==> src/rtl/nanconv_pkg.sv <==
package nanconv_pkg;
  localparam int SGL_W    = 32;
  localparam int SGL_EXP  = 8;
  localparam int SGL_FRAC = 23;
  localparam int DBL_W    = 64;
  localparam int DBL_EXP  = 11;
  localparam int DBL_FRAC = 52;
  localparam int CANON_W  = 64;
  localparam int SGL_SHIFT = CANON_W - SGL_FRAC - SGL_EXP - 1 + SGL_EXP + 1; // 41
  localparam int DBL_SHIFT = CANON_W - DBL_FRAC;                            // 12

  typedef enum logic {FMT_SGL = 1'b0, FMT_DBL = 1'b1} fmt_e;

  typedef struct packed {
    logic               sign;
    logic [CANON_W-1:0] pay;
  } canon_t;

  function automatic canon_t sgl_to_canon(input logic [SGL_W-1:0] v);
    canon_t c;
    logic [CANON_W-1:0] wide;
    wide   = {{(CANON_W-SGL_W){1'b0}}, v};
    c.sign = v[SGL_W-1];
    c.pay  = wide << SGL_SHIFT;
    return c;
  endfunction

  function automatic canon_t dbl_to_canon(input logic [DBL_W-1:0] v);
    canon_t c;
    c.sign = v[DBL_W-1];
    c.pay  = v << DBL_SHIFT;
    return c;
  endfunction

  function automatic logic [DBL_W-1:0] canon_to_sgl(input canon_t c,
                                                    input logic [SGL_W-1:0] dflt);
    logic [CANON_W-1:0] rec;
    rec = c.pay >> SGL_SHIFT;
    if (rec == '0)
      return {{(DBL_W-SGL_W){1'b0}}, dflt};
    return {{(DBL_W-SGL_W){1'b0}}, c.sign, {SGL_EXP{1'b1}}, rec[SGL_FRAC-1:0]};
  endfunction

  function automatic logic [DBL_W-1:0] canon_to_dbl(input canon_t c,
                                                    input logic [DBL_W-1:0] dflt);
    logic [CANON_W-1:0] rec;
    rec = c.pay >> DBL_SHIFT;
    if (rec == '0)
      return dflt;
    return {c.sign, {DBL_EXP{1'b1}}, rec[DBL_FRAC-1:0]};
  endfunction
endpackage

==> src/rtl/nanconv_classify.sv <==
module nanconv_classify #(
  parameter int EXP_W  = 8,
  parameter int FRAC_W = 23,
  localparam int W     = EXP_W + FRAC_W + 1
) (
  input  logic [W-1:0] val,
  output logic         is_nan,
  output logic         is_qnan,
  output logic         is_snan
);
  logic exp_ones;
  logic frac_nz;
  assign exp_ones = &val[W-2:FRAC_W];
  assign frac_nz  = |val[FRAC_W-1:0];
  assign is_nan   = exp_ones && frac_nz;
  assign is_qnan  = is_nan && val[FRAC_W-1];
  assign is_snan  = is_nan && !val[FRAC_W-1];
endmodule

==> src/rtl/nanconv_encode.sv <==
module nanconv_encode
  import nanconv_pkg::*;
(
  input  logic [DBL_W-1:0] op,
  input  fmt_e             src_fmt,
  output canon_t           canon
);
  always_comb begin
    if (src_fmt == FMT_SGL) canon = sgl_to_canon(op[SGL_W-1:0]);
    else                    canon = dbl_to_canon(op);
  end
endmodule

==> src/rtl/nanconv_decode.sv <==
module nanconv_decode
  import nanconv_pkg::*;
#(
  parameter logic [SGL_W-1:0] DFLT_SGL = 32'h7FC0_0000,
  parameter logic [DBL_W-1:0] DFLT_DBL = 64'h7FF8_0000_0000_0000
) (
  input  canon_t           canon,
  input  fmt_e             dst_fmt,
  output logic [DBL_W-1:0] res
);
  always_comb begin
    if (dst_fmt == FMT_SGL) res = canon_to_sgl(canon, DFLT_SGL);
    else                    res = canon_to_dbl(canon, DFLT_DBL);
  end
endmodule

==> src/rtl/nanconv_unit.sv <==
module nanconv_unit
  import nanconv_pkg::*;
#(
  parameter logic [31:0] DFLT_SGL = 32'h7FC0_0000,
  parameter logic [63:0] DFLT_DBL = 64'h7FF8_0000_0000_0000
) (
  input  logic        clk,
  input  logic        rst_n,
  input  logic        in_valid,
  input  logic [63:0] in_op,
  input  logic        in_src_fmt,
  input  logic        in_dst_fmt,
  output logic        out_valid,
  output logic [63:0] out_nan,
  output logic        out_invalid,
  output logic        out_not_nan
);
  localparam int NFMT = 2;

  logic [NFMT-1:0] cls_nan, cls_qnan, cls_snan;

  genvar gi;
  generate
    for (gi = 0; gi < NFMT; gi++) begin : g_cls
      if (gi == 0) begin : g_sgl
        nanconv_classify #(.EXP_W(SGL_EXP), .FRAC_W(SGL_FRAC)) u_cls (
          .val(in_op[SGL_W-1:0]), .is_nan(cls_nan[gi]),
          .is_qnan(cls_qnan[gi]), .is_snan(cls_snan[gi]));
      end else begin : g_dbl
        nanconv_classify #(.EXP_W(DBL_EXP), .FRAC_W(DBL_FRAC)) u_cls (
          .val(in_op), .is_nan(cls_nan[gi]),
          .is_qnan(cls_qnan[gi]), .is_snan(cls_snan[gi]));
      end
    end
  endgenerate

  fmt_e src_fmt, dst_fmt;
  assign src_fmt = fmt_e'(in_src_fmt);
  assign dst_fmt = fmt_e'(in_dst_fmt);

  // Named events for the checker
  logic src_is_nan, src_is_qnan, src_is_snan;
  assign src_is_nan  = cls_nan[in_src_fmt];
  assign src_is_qnan = cls_qnan[in_src_fmt];
  assign src_is_snan = cls_snan[in_src_fmt];

  canon_t      canon;
  logic [63:0] conv_res;

  nanconv_encode u_enc (.op(in_op), .src_fmt(src_fmt), .canon(canon));

  nanconv_decode #(.DFLT_SGL(DFLT_SGL), .DFLT_DBL(DFLT_DBL)) u_dec (
    .canon(canon), .dst_fmt(dst_fmt), .res(conv_res));

  always_ff @(posedge clk or negedge rst_n) begin
    if (!rst_n) begin
      out_valid   <= 1'b0;
      out_nan     <= '0;
      out_invalid <= 1'b0;
      out_not_nan <= 1'b0;
    end else begin
      out_valid <= in_valid;
      if (in_valid) begin
        out_nan     <= conv_res;
        out_invalid <= src_is_snan;
        out_not_nan <= !src_is_nan;
      end
    end
  end
endmodule


==> config.mk <==
export PLATFORM = sky130hd
export DESIGN_NAME = nanconv_unit
export DESIGN_NICKNAME = d
export VERILOG_FILES = /design/src/rtl/nanconv_pkg.sv /design/src/rtl/nanconv_classify.sv /design/src/rtl/nanconv_encode.sv /design/src/rtl/nanconv_decode.sv /design/src/rtl/nanconv_unit.sv
export SDC_FILE = /design/constraint.sdc
export NUM_CORES = 1
export LEC_CHECK = 0
export BUFFER_PORTS_ARGS = -buffer_cell sky130_fd_sc_hd__buf_2
export CAP_MARGIN = 20
export CORE_MARGIN = 2
export CORE_UTILIZATION = 40
export DETAILED_ROUTE_END_ITERATION = 7
export PLACE_DENSITY = 0.68
export SKIP_LAST_GASP = 1
export SLEW_MARGIN = 30
export SYNTH_ARGS = -nofsm -noshare
export SYNTH_HDL_FRONTEND = slang
export SYNTH_HIERARCHICAL = 1
export SYNTH_SLANG_ARGS = --single-unit
==> constraint.sdc <==
create_clock -name clk -period 1.12 [get_ports clk]
set_input_delay 0.224 -clock clk [delete_from_list [all_inputs] [get_ports clk]]
set_output_delay 0.224 -clock clk [all_outputs]
set_load 0.01 [all_outputs]
# Yosys cells after proc, flatten, opt, wreduce, memory -nomap -nowiden
# Cells that the tools add are included.
# totals
ff_bits	67
output_inout_bits	67
wordCells	32
in_bits	69
# classes
reduce_logical	13
muxes	14
order_cmp	1
# op_table
cell	n
$mux 64	5
$logic_not 64->1	2
$mux 65	1
$reduce_or 52->1	1
$reduce_or 23->1	1
$reduce_and 11->1	1
$mux 1	8
$reduce_and 8->1	1
$logic_and 1x1->1	4
$logic_not 1->1	3
$lt 1x2->1 const B	1

# Logic depth before layout (Yosys ltp)
# Gate-level depths: netlist of run 1.
# logic_depth
word_depth	6
depth_mapped	8
ltp_nobuf	6

# Modules after synthesis
# Netlist of run 1, hierarchy kept.
# by_module_without_submodules
module	area_per_inst_um2	instances	cells_per_inst
nanconv_unit	2598.7	1	143
nanconv_decode	699.4	1	93
nanconv_encode	696.9	1	72
nanconv_classify at g_cls[1].g_dbl.u_cls	178.9	1	26
nanconv_classify at g_cls[0].g_sgl.u_cls	105.1	1	14

# Least setup slack after synthesis of run 1
# Ideal clock, no wire load.
# synth_timing
kind	input to register
start	input in_src_fmt
end	register out_nan[63]
n_path_buf	2
slack_ns	-0.795
stages	8
arrival_ns	1.790
setup_time_ns	0.125
path_cell_list	buf_6 > buf_12 > mux2_4 > nor4_1 > nand4_1 > nor4_2 > nor2_1 > mux2_2
# synth_lines
item	line	source
from (decl)	nanconv_unit.sv:11	input logic in_src_fmt,
to (signal assigned)	nanconv_unit.sv:64	out_nan <= conv_res;
to (decl)	nanconv_unit.sv:14	output logic [63:0] out_nan,

==> results of run 1 <==
routing by layer:
| layer | wire length (um) | global-route usage, % |
|---|---|---|
| met1 | 5650 | 29.66 |
| met2 | 6164 | 37.47 |
| met3 | 548 | 3.556 |
| met4 | 214 | 7.049 |
| met5 | 0 | 0 |
critical path, cell delays in order:
cell and delay [ns]:
sky130_fd_sc_hd__buf_12 0.12, sky130_fd_sc_hd__buf_8 0.13, sky130_fd_sc_hd__buf_12 0.12, sky130_fd_sc_hd__buf_6 0.11
sky130_fd_sc_hd__mux2_4 0.30, sky130_fd_sc_hd__nor3_2 0.16, sky130_fd_sc_hd__nand4_1 0.22, sky130_fd_sc_hd__nor4_2 0.26
sky130_fd_sc_hd__nor2_1 0.10, sky130_fd_sc_hd__mux2_4 0.26
sequential cells by signal, indices dropped and copies added, names as in the netlist:
signal / cells
out_invalid: 1
out_nan: 64
out_not_nan: 1
out_valid: 1
final timing paths:
check                                          end                     from  cells after the start
setup / recovery           out_nan[63]$_DFFE_PN0P_               in_src_fmt                     10
min in group asynchronous  out_nan[21]$_DFFE_PN0P_                    rst_n                      3
setup reg to reg            out_nan[7]$_DFFE_PN0P_   out_nan[7]$_DFFE_PN0P_                      3
hold reg to reg            out_nan[27]$_DFFE_PN0P_  out_nan[27]$_DFFE_PN0P_                      1
hold / removal                 out_valid$_DFF_PN0_                 in_valid                      2
max in group asynchronous   out_nan[5]$_DFFE_PN0P_                    rst_n                      3
final cells by class:
| type | instances | area share [%] |
|---|---|---|
| Clock buffer | 9 | 1.885 |
| Clock inverter | 7 | 1.523 |
| Multi-Input combinational cell | 234 | 38.55 |
| Timing Repair Buffer | 274 | 29.94 |
| Sequential cell | 67 | 25.51 |
| Tap cell | 136 | 2.589 |
stage by stage:
stage / total power, W / TNS, ns / instances
after CTS: 0.007320 / -6.480 / 699
after floorplan: 0.003860 / -11.80 / 331
after global routing: 0.007833 / -8.348 / 727
after global placement: 0.004763 / -26.67 / 667
after detailed placement: 0.004795 / -27.85 / 667
final: 0.007496 / -6.989 / 727
power by group:
part / total (W) / internal (W) / switching (W)
Clock: 0.00231 / 0.00127 / 0.00104
Sequential: 0.00283 / 0.00269 / 0.000143
Combinational: 0.00235 / 0.00140 / 0.000958
Total: 0.00750 / 0.00536 / 0.00214
repair_timing:
| action | 4_1_cts | 5_1_grt |
|---|---|---|
| cloned | 1 | 0 |
| endpoints found under the hold margin | 67 | 0 |
| hold buffers | 1 | 0 |
| pin swaps | 15 | 3 |
| setup buffers | 14 | 30 |
| resized for setup | 63 | 21 |
| endpoints found under the setup margin | 53 | 100 |
==> summary by stage, run 1 <==
Clocking
The H-tree was split into 3 levels. In this run the clock root is driven by a sky130_fd_sc_hd__clkbuf_8. In this run, CTS created clock tree buffers numbering 9.

The CTS tree is done. Clock tree synthesis found a total of 67 sinks. At the later pin of the worst-skew pair, clock insertion delay measures roughly 0.35 ns. The clock transition at the register clock pins on the worst setup and hold paths after CTS is 0.08 ns. Counting along the longest clock path gives a buffer depth of 2.

Routing
The detail-routed net length per standard cell is 17.30 um. After the first detailed-routing iteration, the DRC count stood at 148. The number of iterations in the first detailed-routing pass is 4.

The total detailed-routing wirelength is 12.58 mm. The via-per-instance ratio is 4.964. The post-detailed-route DRC marker count is 0.

The number of routed nets with antenna violations is 0. The number of vias in the routed layout is 3609.

Layout
The growth of design area from synthesis to finish is 57.65%. The repair_antennas step left the layout with diodes totalling 0. At the end of the flow the core is filled with cells to 64.24%.

Summing all non-filler instances in the final layout gives an area of 0.006573 mm2. The area of combinational cells with multiple inputs is ~0.0025 mm2. The top cell types in the final layout, fill and taps aside, are sky130_fd_sc_hd__buf_2, sky130_fd_sc_hd__buf_4, sky130_fd_sc_hd__mux2_4.

The final-layout fill cell count is ~800. The sequential cell area is 0.001677 mm2. Cells with a size suffix above 1 make up 73.77% of the layout. After the last flow step, the layout net total stands at 655.

The library cell used most frequently in the layout, excluding fill and tap cells, is sky130_fd_sc_hd__buf_2.

Worst setup path
The largest driver fanout on the critical path is 5. The worst setup path is captured at a flip-flop. Setup slack on the worst reg-to-reg path comes out at approximately 0.09 ns. The signal arrival time at the worst endpoint is 2.01 ns.

At the worst endpoint, the required time is 1.35 ns. The class of the most critical setup path is primary input to flip-flop. The worst setup path is launched from a primary input.

Die
In this run the core area contains 37 standard-cell rows. The overall die area is 0.01126 mm2. The die outline height is around 110 um. The die span in x is 106.1 um. Once the floorplan was initialized, standard cells occupied 40.75% of the core. The region available for standard cell placement spans 0.01023 mm2. Pin placement for this block handled 136 I/O pins.

Job
The number of maximum-capacitance constraint violations is 0.

Placement
After legalization and detailed placement, the total HPWL measured 9.462 mm. The placement-stage worst setup slack is -1.072 ns. The number of buffers inserted by port buffering is 135.

Routability-driven placement finished with a final weighted congestion of 0.9498. The post-place instance area is 0.005614 mm2.

Power and ir drop
The worst-case IR drop observed on VDD is 0.7442 mV. Power spread over the standard cell area amounts to between 1000 and 1500 mW/mm2. The analysis attributes to cell leakage a power of around 3.3 nW.

Synthesis
The post-synth net total is 400. The cell area after synthesis is roughly 0.0042 mm2. The number of warnings reported in the yosys synthesis log is 6. In the synthesized netlist, the number of instances is approximately 330.

The per-instance average area after synthesis is roughly 13 um2.

Global route
The number of antenna violations at the first check in global routing is 0. The total track usage is between 20% and 30%. The via count of the first global-routing pass is 3644. Entering global routing, the biggest net connects 68 pins.

The overall overflow remaining after global route is 0. The first global-routing pass estimated 19.27 mm of wire.

Timing
Dividing the final minimum period by the clock period gives 159.2%. The smallest clock period supported by the final layout is computed as around 1.8 ns. The hold violation total from the final report is 0. The count of pins over their slew limit is 0. The final worst setup slack is -0.6634 ns.

Setup repair after global routing could not meet its margin everywhere. The post-route clock skew is 0 ns. Derived from the worst setup path, the maximum achievable clock frequency is ~560 MHz. The worst slew margin relative to its limit is 70.30%. The number of setup violations in the final report is 36. The transition time at the pin with the least slew margin is 0.4443 ns. Final hold analysis gives a worst-case slack of around 0.25 ns.

Outcome
The run finished, with violations left. The final reports fail on setup timing.

Hold path
The path class of the tightest hold or removal check is primary input to flip-flop.
No activity file was read; power rests on OpenSTA's default activity.
==> run 2, diff against run 1 <==
PLACE_DENSITY = 0.69   (was 0.68)
==> run 2 against run 1 <==
  * The flow still finishes with violations (setup timing)
  * Clock skew unchanged
  * Non-clock buffer count increased by 5
  * Clock power is 14% lower
  * Final cell count rose by 0.55%
  * Utilization increased by 2.0 points
  * Highest routed layer unchanged
==> summary by stage, run 2 (synthesis gave the netlist of run 1 again) <==
Timing
Derived from the worst setup path, the maximum achievable clock frequency is 552.0 MHz. For the pin with the worst max-slew slack, the measured transition is 0.3722 ns. The number of setup violations in the final report is 39. Setup repair after global routing could not meet its margin everywhere. The post-route clock skew is 0 ns. The worst slew margin relative to its limit is roughly three quarters. Setup slack on the critical path of the routed design comes to -0.6917 ns. The ratio of final minimum period to clock period is 161.8%. The smallest hold slack is 0.1019 ns. The hold violation total from the final report is 0. The post-layout minimum cycle time is ~1.8 ns. The count of pins over their slew limit is 0.

Worst setup path
The endpoint type of the worst setup path is a flip-flop. The largest driver fanout on the critical path is 7. STA puts the critical path data arrival time at 2.10 ns. STA classifies the critical path startpoint as a primary input.

STA puts the critical path data required time at 1.41 ns. The class of the most critical setup path is primary input to flip-flop. The worst reg2reg path depth is 3.

Layout
In the layout the commonest cells are sky130_fd_sc_hd__buf_2, sky130_fd_sc_hd__buf_4, sky130_fd_sc_hd__mux2_4. The register with the most flip-flops in the layout has 64 of them. The area growth from synthesis to layout is 62.49%.

0 antenna diodes ended up in the layout. The library cell used most frequently in the layout, excluding fill and tap cells, is sky130_fd_sc_hd__buf_2. Ranked by flip-flop count, first place goes to out_nan.

Cells with a size suffix above 1 make up between 70% and 80% of the layout. For this run, the share of the core covered by cells in the final layout is 66.21%. After filler insertion, the fill cell instance count of the layout stands at 738. The net count reported at finish is 660.

Power and ir drop
The clock network power share is 27.1%. The cell internal power dissipation is 0.005172 W. The total leakage power is 3.375 nW. The relative contribution of sequential cells to total power is 38.8%. The worst-case IR drop observed on VDD is 0.5334 mV.

Power spread over the standard cell area amounts to about 1100 mW/mm2. The switching part of the total is 29.11%. For this design the total switching power over the nets is 0.002124 W.

Per report_power, the combinational group accounts for 34.0% of the total.

Die
The floorplan step set the die width to 106.1 um. The overall die area is 0.01126 mm2. The area inside the core boundary is between 0.01 and 0.015 mm2. The die outline height is approximately 110 um.

In this run the count of I/O pins placed on the die edge is 136. Once the floorplan was initialized, standard cells occupied 40.75% of the core. After floorplanning, the core was divided into 37 placement rows.

Placement
At the end of routability-driven placement, the weighted congestion stood at 0.8600. The number of buffers inserted by port buffering is between 100 and 150. Prior to clock tree synthesis, the placed netlist has a worst setup slack of -1.149 ns. Detailed placement finished with a half-perimeter wire length of 9.569 mm.

Clocking
TritonCTS built the clock tree. The number of H-tree levels is 3. The total number of clock tree sinks is 67. Clock-pin slew was measured on the worst setup and hold paths at 0.09 ns. Clock tree synthesis selected as its root buffer the cell sky130_fd_sc_hd__clkbuf_8. Buffers inserted during clock tree synthesis total 9. The clock passes through at most 2 buffers. The later pin in the worst-skew pair is clocked with a latency of between 0.3 and 0.4 ns.

Global route
For this run the aggregate overflow at the end of global routing stands at 0. The number of antenna violations at the first check in global routing is 0. The via count of the first global-routing pass was 3747. Entering global routing, the biggest net connects 68 pins. The first global-routing pass estimated 20.15 mm of wire. Global routing used 23.41% of the available tracks across all layers.

Outcome
The flow ran to the end, but the final reports show violations. The final reports fail on setup timing.

Job
The tool flagged a number of max-cap violations equal to 0.

Routing
After detailed routing, the number of remaining DRC violations is 0. The number of iterations in the first detailed-routing pass is 6. The total detailed-routing wirelength is 13.41 mm. In the routed layout, each cell is associated on average with a via count of 4.969.

The detailed router finished its first iteration with 136 violations. The number of vias in the routed layout is 3632. The number of routed nets with antenna violations is 0.

Dividing the detail-routed wire length by the instance count gives roughly 18 um.

Hold path
The worst hold path belongs to the class primary input to flip-flop. The instance count along the most critical hold path is 1.
run 2: path summary, 6_finish.rpt:
path / from / endpoint / slack [ns]
worst max-delay path: in_src_fmt / out_nan[51]$_DFFE_PN0P_ / -0.69
worst min-delay path: in_valid / out_valid$_DFF_PN0_ / 0.10
worst max register to register: out_nan[32]$_DFFE_PN0P_ / out_nan[32]$_DFFE_PN0P_ / 0.10
worst min register to register: out_nan[26]$_DFFE_PN0P_ / out_nan[26]$_DFFE_PN0P_ / 0.50
max in group asynchronous: rst_n / out_nan[27]$_DFFE_PN0P_ / 0.40
min in group asynchronous: rst_n / out_valid$_DFF_PN0_ / 0.42
run 2: worst max-delay path: stages:
cell                      delay [ns]
sky130_fd_sc_hd__buf_12         0.12
sky130_fd_sc_hd__buf_12         0.14
sky130_fd_sc_hd__buf_8          0.13
sky130_fd_sc_hd__mux2_4         0.32
sky130_fd_sc_hd__nor3_4         0.22
sky130_fd_sc_hd__nand4_1        0.20
sky130_fd_sc_hd__buf_4          0.20
sky130_fd_sc_hd__nor4_4         0.15
sky130_fd_sc_hd__buf_4          0.15
sky130_fd_sc_hd__o21a_1         0.11
sky130_fd_sc_hd__mux2_4         0.13
run 2: per-stage QoR:
step | setup TNS (ns) | total power [W] | instance area, um2 | instances
finish | -7.181 | 0.007296 | 6774 | 731
global route | -7.736 | 0.007612 | 6774 | 731
CTS | -6.093 | 0.006993 | 6284 | 696
detailed placement | -28.94 | 0.004787 | 5579 | 664
global placement | -27.94 | 0.004763 | 5579 | 664
floorplan | -11.80 | 0.003860 | 4232 | 331
run 2: layout make-up:
class	instances	area, um2	share of cell area, %
tap	136	170.2	2.512
clock buffer	11	131.4	1.939
sequential	67	1677	24.75
multi-input combinational	234	2673	39.45
clock inverter	4	52.55	0.7758
timing repair buffer	279	2071	30.57
run 2: routing by layer:
layer,global-route usage [%],vias up,part of all wire (%)
met5,0,-,0
met4,9.586,0,3.2
met3,4.353,31,4.0
met2,38.25,117,49
met1,30.59,1764,44
li1,-,1720,-
run 2: power groups by stage:
stage	Clock, W	Sequential [W]	Combinational (W)
2_1_floorplan	0	0.00300	0.000863
3_3_place_gp	0	0.00287	0.00189
3_5_place_dp	0	0.00288	0.00191
4_1_cts	0.00201	0.00284	0.00215
5_1_grt	0.00213	0.00286	0.00262
6_report	0.00198	0.00283	0.00248
run 2: repair_timing:
item / in CTS / in global routing
buffers inserted: 14 / 40
hold buffers: 1 / 0
endpoints found under the hold margin: 67 / 0
pin swaps: 26 / 19
setup endpoints to repair: 53 / 97
gates resized for setup: 83 / 54
gates cloned: 2 / 0
==> run 3, diff against run 2 <==
SKIP_LAST_GASP = unset   (was 1)
==> run 3 against run 2 <==
  * Combinational power barely moved
  * Sequential share of layout area fell by 0.11 points
  * Critical endpoint unchanged
  * The flow still finishes with violations (setup timing)
  * Critical path type unchanged
  * Sequential power barely moved
==> summary by stage, run 3 (synthesis gave the netlist of run 1 again) <==
Timing
The count of pins over their slew limit is 0. The number of setup violations in the final report is 41. Static timing analysis puts the maximum clock frequency at approximately 570 MHz. The setup TNS is -7.154 ns. The ratio of final minimum period to clock period is 156.5%. Setup repair after global routing could not meet its margin everywhere. The routed design could run at a clock period as short as 1.753 ns.

The post-route clock skew is 0 ns. Headroom to the max-slew limit came out at 71.65%. The final worst setup slack is -0.6334 ns. The hold violation total from the final report is 0.

The transition time at the pin with the least slew margin is approximately 0.42 ns.

Worst setup path
By startpoint and endpoint, the worst setup path is classified as primary input to flip-flop. The largest driver fanout on the critical path is 6. The worst setup path is launched from a primary input. The signal arrival time at the worst endpoint is 2.04 ns. The slack of the worst reg-to-reg path is 0.10 ns. The critical register-to-register path endpoint is out_nan[32]$_DFFE_PN0P_. The worst register-to-register path has a depth of 3. The worst register-to-register path begins at out_nan[32]$_DFFE_PN0P_.

The required time at the worst-slack endpoint is 1.41 ns. The endpoint type of the worst setup path is a flip-flop. The critical path launch point is in_src_fmt.

Routing
For this run, design rule violations remaining after detail routing come to 0. The routed layout has 3671 vias. The pre-antenna-repair detailed-routing pass consisted of 4 iterations.

After detailed routing, the number of vias per cell comes to roughly 5.0. The number of design-rule violations left by the first detailed-router iteration is 133. Dividing the detail-routed wire length by the instance count gives ~19 um. The total detailed-routing wirelength is 13.59 mm. The number of routed nets with antenna violations is 0.

Power and ir drop
The combinational share of power is 34.2%. The clock network power share is 27.1%. The peak ir drop on the vdd network is 0.5334 mV. The cell internal power dissipation is 0.005183 W. The analysis attributes to cell leakage a power of approximately 3.4 nW. In this run, flip-flops and latches consume about two fifths of the power.

Power spread over the standard cell area amounts to 1077 mW/mm2. The reported net switching power is 0.002143 W. The switching part of the total is 29.25%.

The total design power is approximately 0.0073 W.

Placement
Input and output buffers added on the ports amount to 135. The half-perimeter wire length after placement is 9.569 mm. The final RePlAce weighted congestion is 0.8600.

Outcome
The final reports fail on setup timing. The run finished, with violations left.

Clocking
The clock net in this run drives a total of between 60 and 70 sinks. The root buffer cell chosen for the clock tree is sky130_fd_sc_hd__clkbuf_8. In this run the number of H-tree levels came out at 3. The clock reaches the later pin of the worst-skew pair after about 0.35 ns.

TritonCTS built the clock tree. The clock transition at the register clock pins on the worst setup and hold paths after CTS is 0.09 ns. Counting along the longest clock path gives a buffer depth of 2. In this run, CTS created clock tree buffers numbering 9.

Global route
Entering global routing, the biggest net connects slightly below 70 pins. The number of antenna violations at the first check in global routing came to 0. The overall overflow remaining after global route is 0. The global-route wire length before repair is 20.16 mm.

The via count of the first global-routing pass is 3759. The total track usage is 23.41%.

Layout
The net count reported at finish is between 600 and 700. The largest register by flop count is out_nan. The final-layout fill cell count is 730. The flip-flop count of the largest register, all copies and words added is 64. The area growth from synthesis to layout is 63.24%. The number of antenna diodes in the final layout is 0. Leaving out fill and tap cells, the most frequent cells in the layout are sky130_fd_sc_hd__buf_2, sky130_fd_sc_hd__buf_4, sky130_fd_sc_hd__mux2_4. Cells with a size suffix above 1 make up 75.00% of the layout. The leading cell type in the layout, fill and taps excluded is sky130_fd_sc_hd__buf_2.

Die
Once the floorplan was initialized, standard cells occupied 40.75% of the core. The top-level I/O count is 136. From left edge to right edge, the die measures 106.1 um.

The number of cell rows is 37. The die outline height is roughly 110 um. After floorplanning, the core was sized to cover 0.01023 mm2. The die covers 0.01126 mm2.

Hold path
The hold path startpoint is in_valid. The worst hold path belongs to the class primary input to flip-flop. Along the worst hold path, the cell count comes to 1. The hold-critical path endpoint is out_valid$_DFF_PN0_.

Job
Max-cap violations in this run came to 0.
[run 3: cell count changes in the layout (fill, tap and decap cells not counted)]
cell | before | now
sky130_fd_sc_hd__and2_4 | 12 | 11
sky130_fd_sc_hd__mux2_2 | 30 | 29
sky130_fd_sc_hd__nand2b_1 | 7 | 6
sky130_fd_sc_hd__buf_6 | 39 | 42
sky130_fd_sc_hd__mux2_4 | 82 | 83
sky130_fd_sc_hd__and2_1 | 36 | 37
sky130_fd_sc_hd__nand2b_4 | 1 | 2
sky130_fd_sc_hd__o21ai_1 | 2 | 1
sky130_fd_sc_hd__buf_4 | 109 | 107
sky130_fd_sc_hd__o21ai_2 | 0 | 1
[run 3: power groups by stage]
| stage | clock network (W) | registers, W | logic [W] |
|---|---|---|---|
| CTS | 0.00201 | 0.00284 | 0.00216 |
| finish | 0.00199 | 0.00283 | 0.00250 |
| global route | 0.00213 | 0.00286 | 0.00264 |
| detailed placement | 0 | 0.00288 | 0.00191 |
| global placement | 0 | 0.00287 | 0.00189 |
| floorplan | 0 | 0.00300 | 0.000863 |
[run 3: how the worst max path moves through the flow]
stage	endpoint	slack, ns	cells after the start
finish	out_nan[51]$_DFFE_PN0P_	-0.63	11
global route	out_nan[51]$_DFFE_PN0P_	-0.69	11
CTS	out_nan[63]$_DFFE_PN0P_	-0.61	9
detailed placement	out_nan[63]$_DFFE_PN0P_	-1.15	9
global placement	out_nan[63]$_DFFE_PN0P_	-1.11	9
floorplan	out_nan[63]$_DFFE_PN0P_	-0.70	8
[run 3: metrics by stage]
step                      instances  worst slack (ns)  hold WS, ns  cell area (um2)  utilization [%]
after floorplan                 331           -0.6997     -0.07159             4232                -
after global placement          664            -1.107       0.2629             5579            54.53
after detailed placement        664            -1.149       0.2704             5579            54.53
after CTS                       696           -0.6126      0.08911             6297            61.55
after global routing            732           -0.6873      0.08101             6805            66.52
final                           732           -0.6334       0.1027             6805            66.52
[run 3: layout make-up]
cell class	instances	area [um2]	share of cell area (%)
multi-input combinational	234	2685	39.46
timing repair buffer	280	2090	30.70
sequential	67	1677	24.64
tap	136	170.2	2.500
clock buffer	11	131.4	1.931
clock inverter	4	52.55	0.7722
[run 3: what timing repair did]
action | in CTS | in global routing
cloned | 2 | 0
pin swaps | 26 | 19
resized for setup | 86 | 57
endpoints found under the setup margin | 53 | 97
endpoints found under the hold margin | 67 | 0
hold buffers | 1 | 0
buffers inserted | 14 | 41
[run 3: routing by layer]
layer / GRT usage (%) / wire length [um]
met5: 0 / 0
met1: 30.59 / 6056
met2: 38.25 / 6617
met4: 9.586 / 340
met3: 4.353 / 580
[run 3: worst max-delay path, stage by stage]
cell and delay, ns:
sky130_fd_sc_hd__buf_12 0.12, sky130_fd_sc_hd__buf_12 0.14, sky130_fd_sc_hd__buf_4 0.14, sky130_fd_sc_hd__buf_4 0.13, sky130_fd_sc_hd__mux2_4 0.32, sky130_fd_sc_hd__nor4_4 0.16
sky130_fd_sc_hd__nand2_2 0.15, sky130_fd_sc_hd__nor4_4 0.26, sky130_fd_sc_hd__buf_4 0.15, sky130_fd_sc_hd__o21a_1 0.11, sky130_fd_sc_hd__mux2_4 0.13
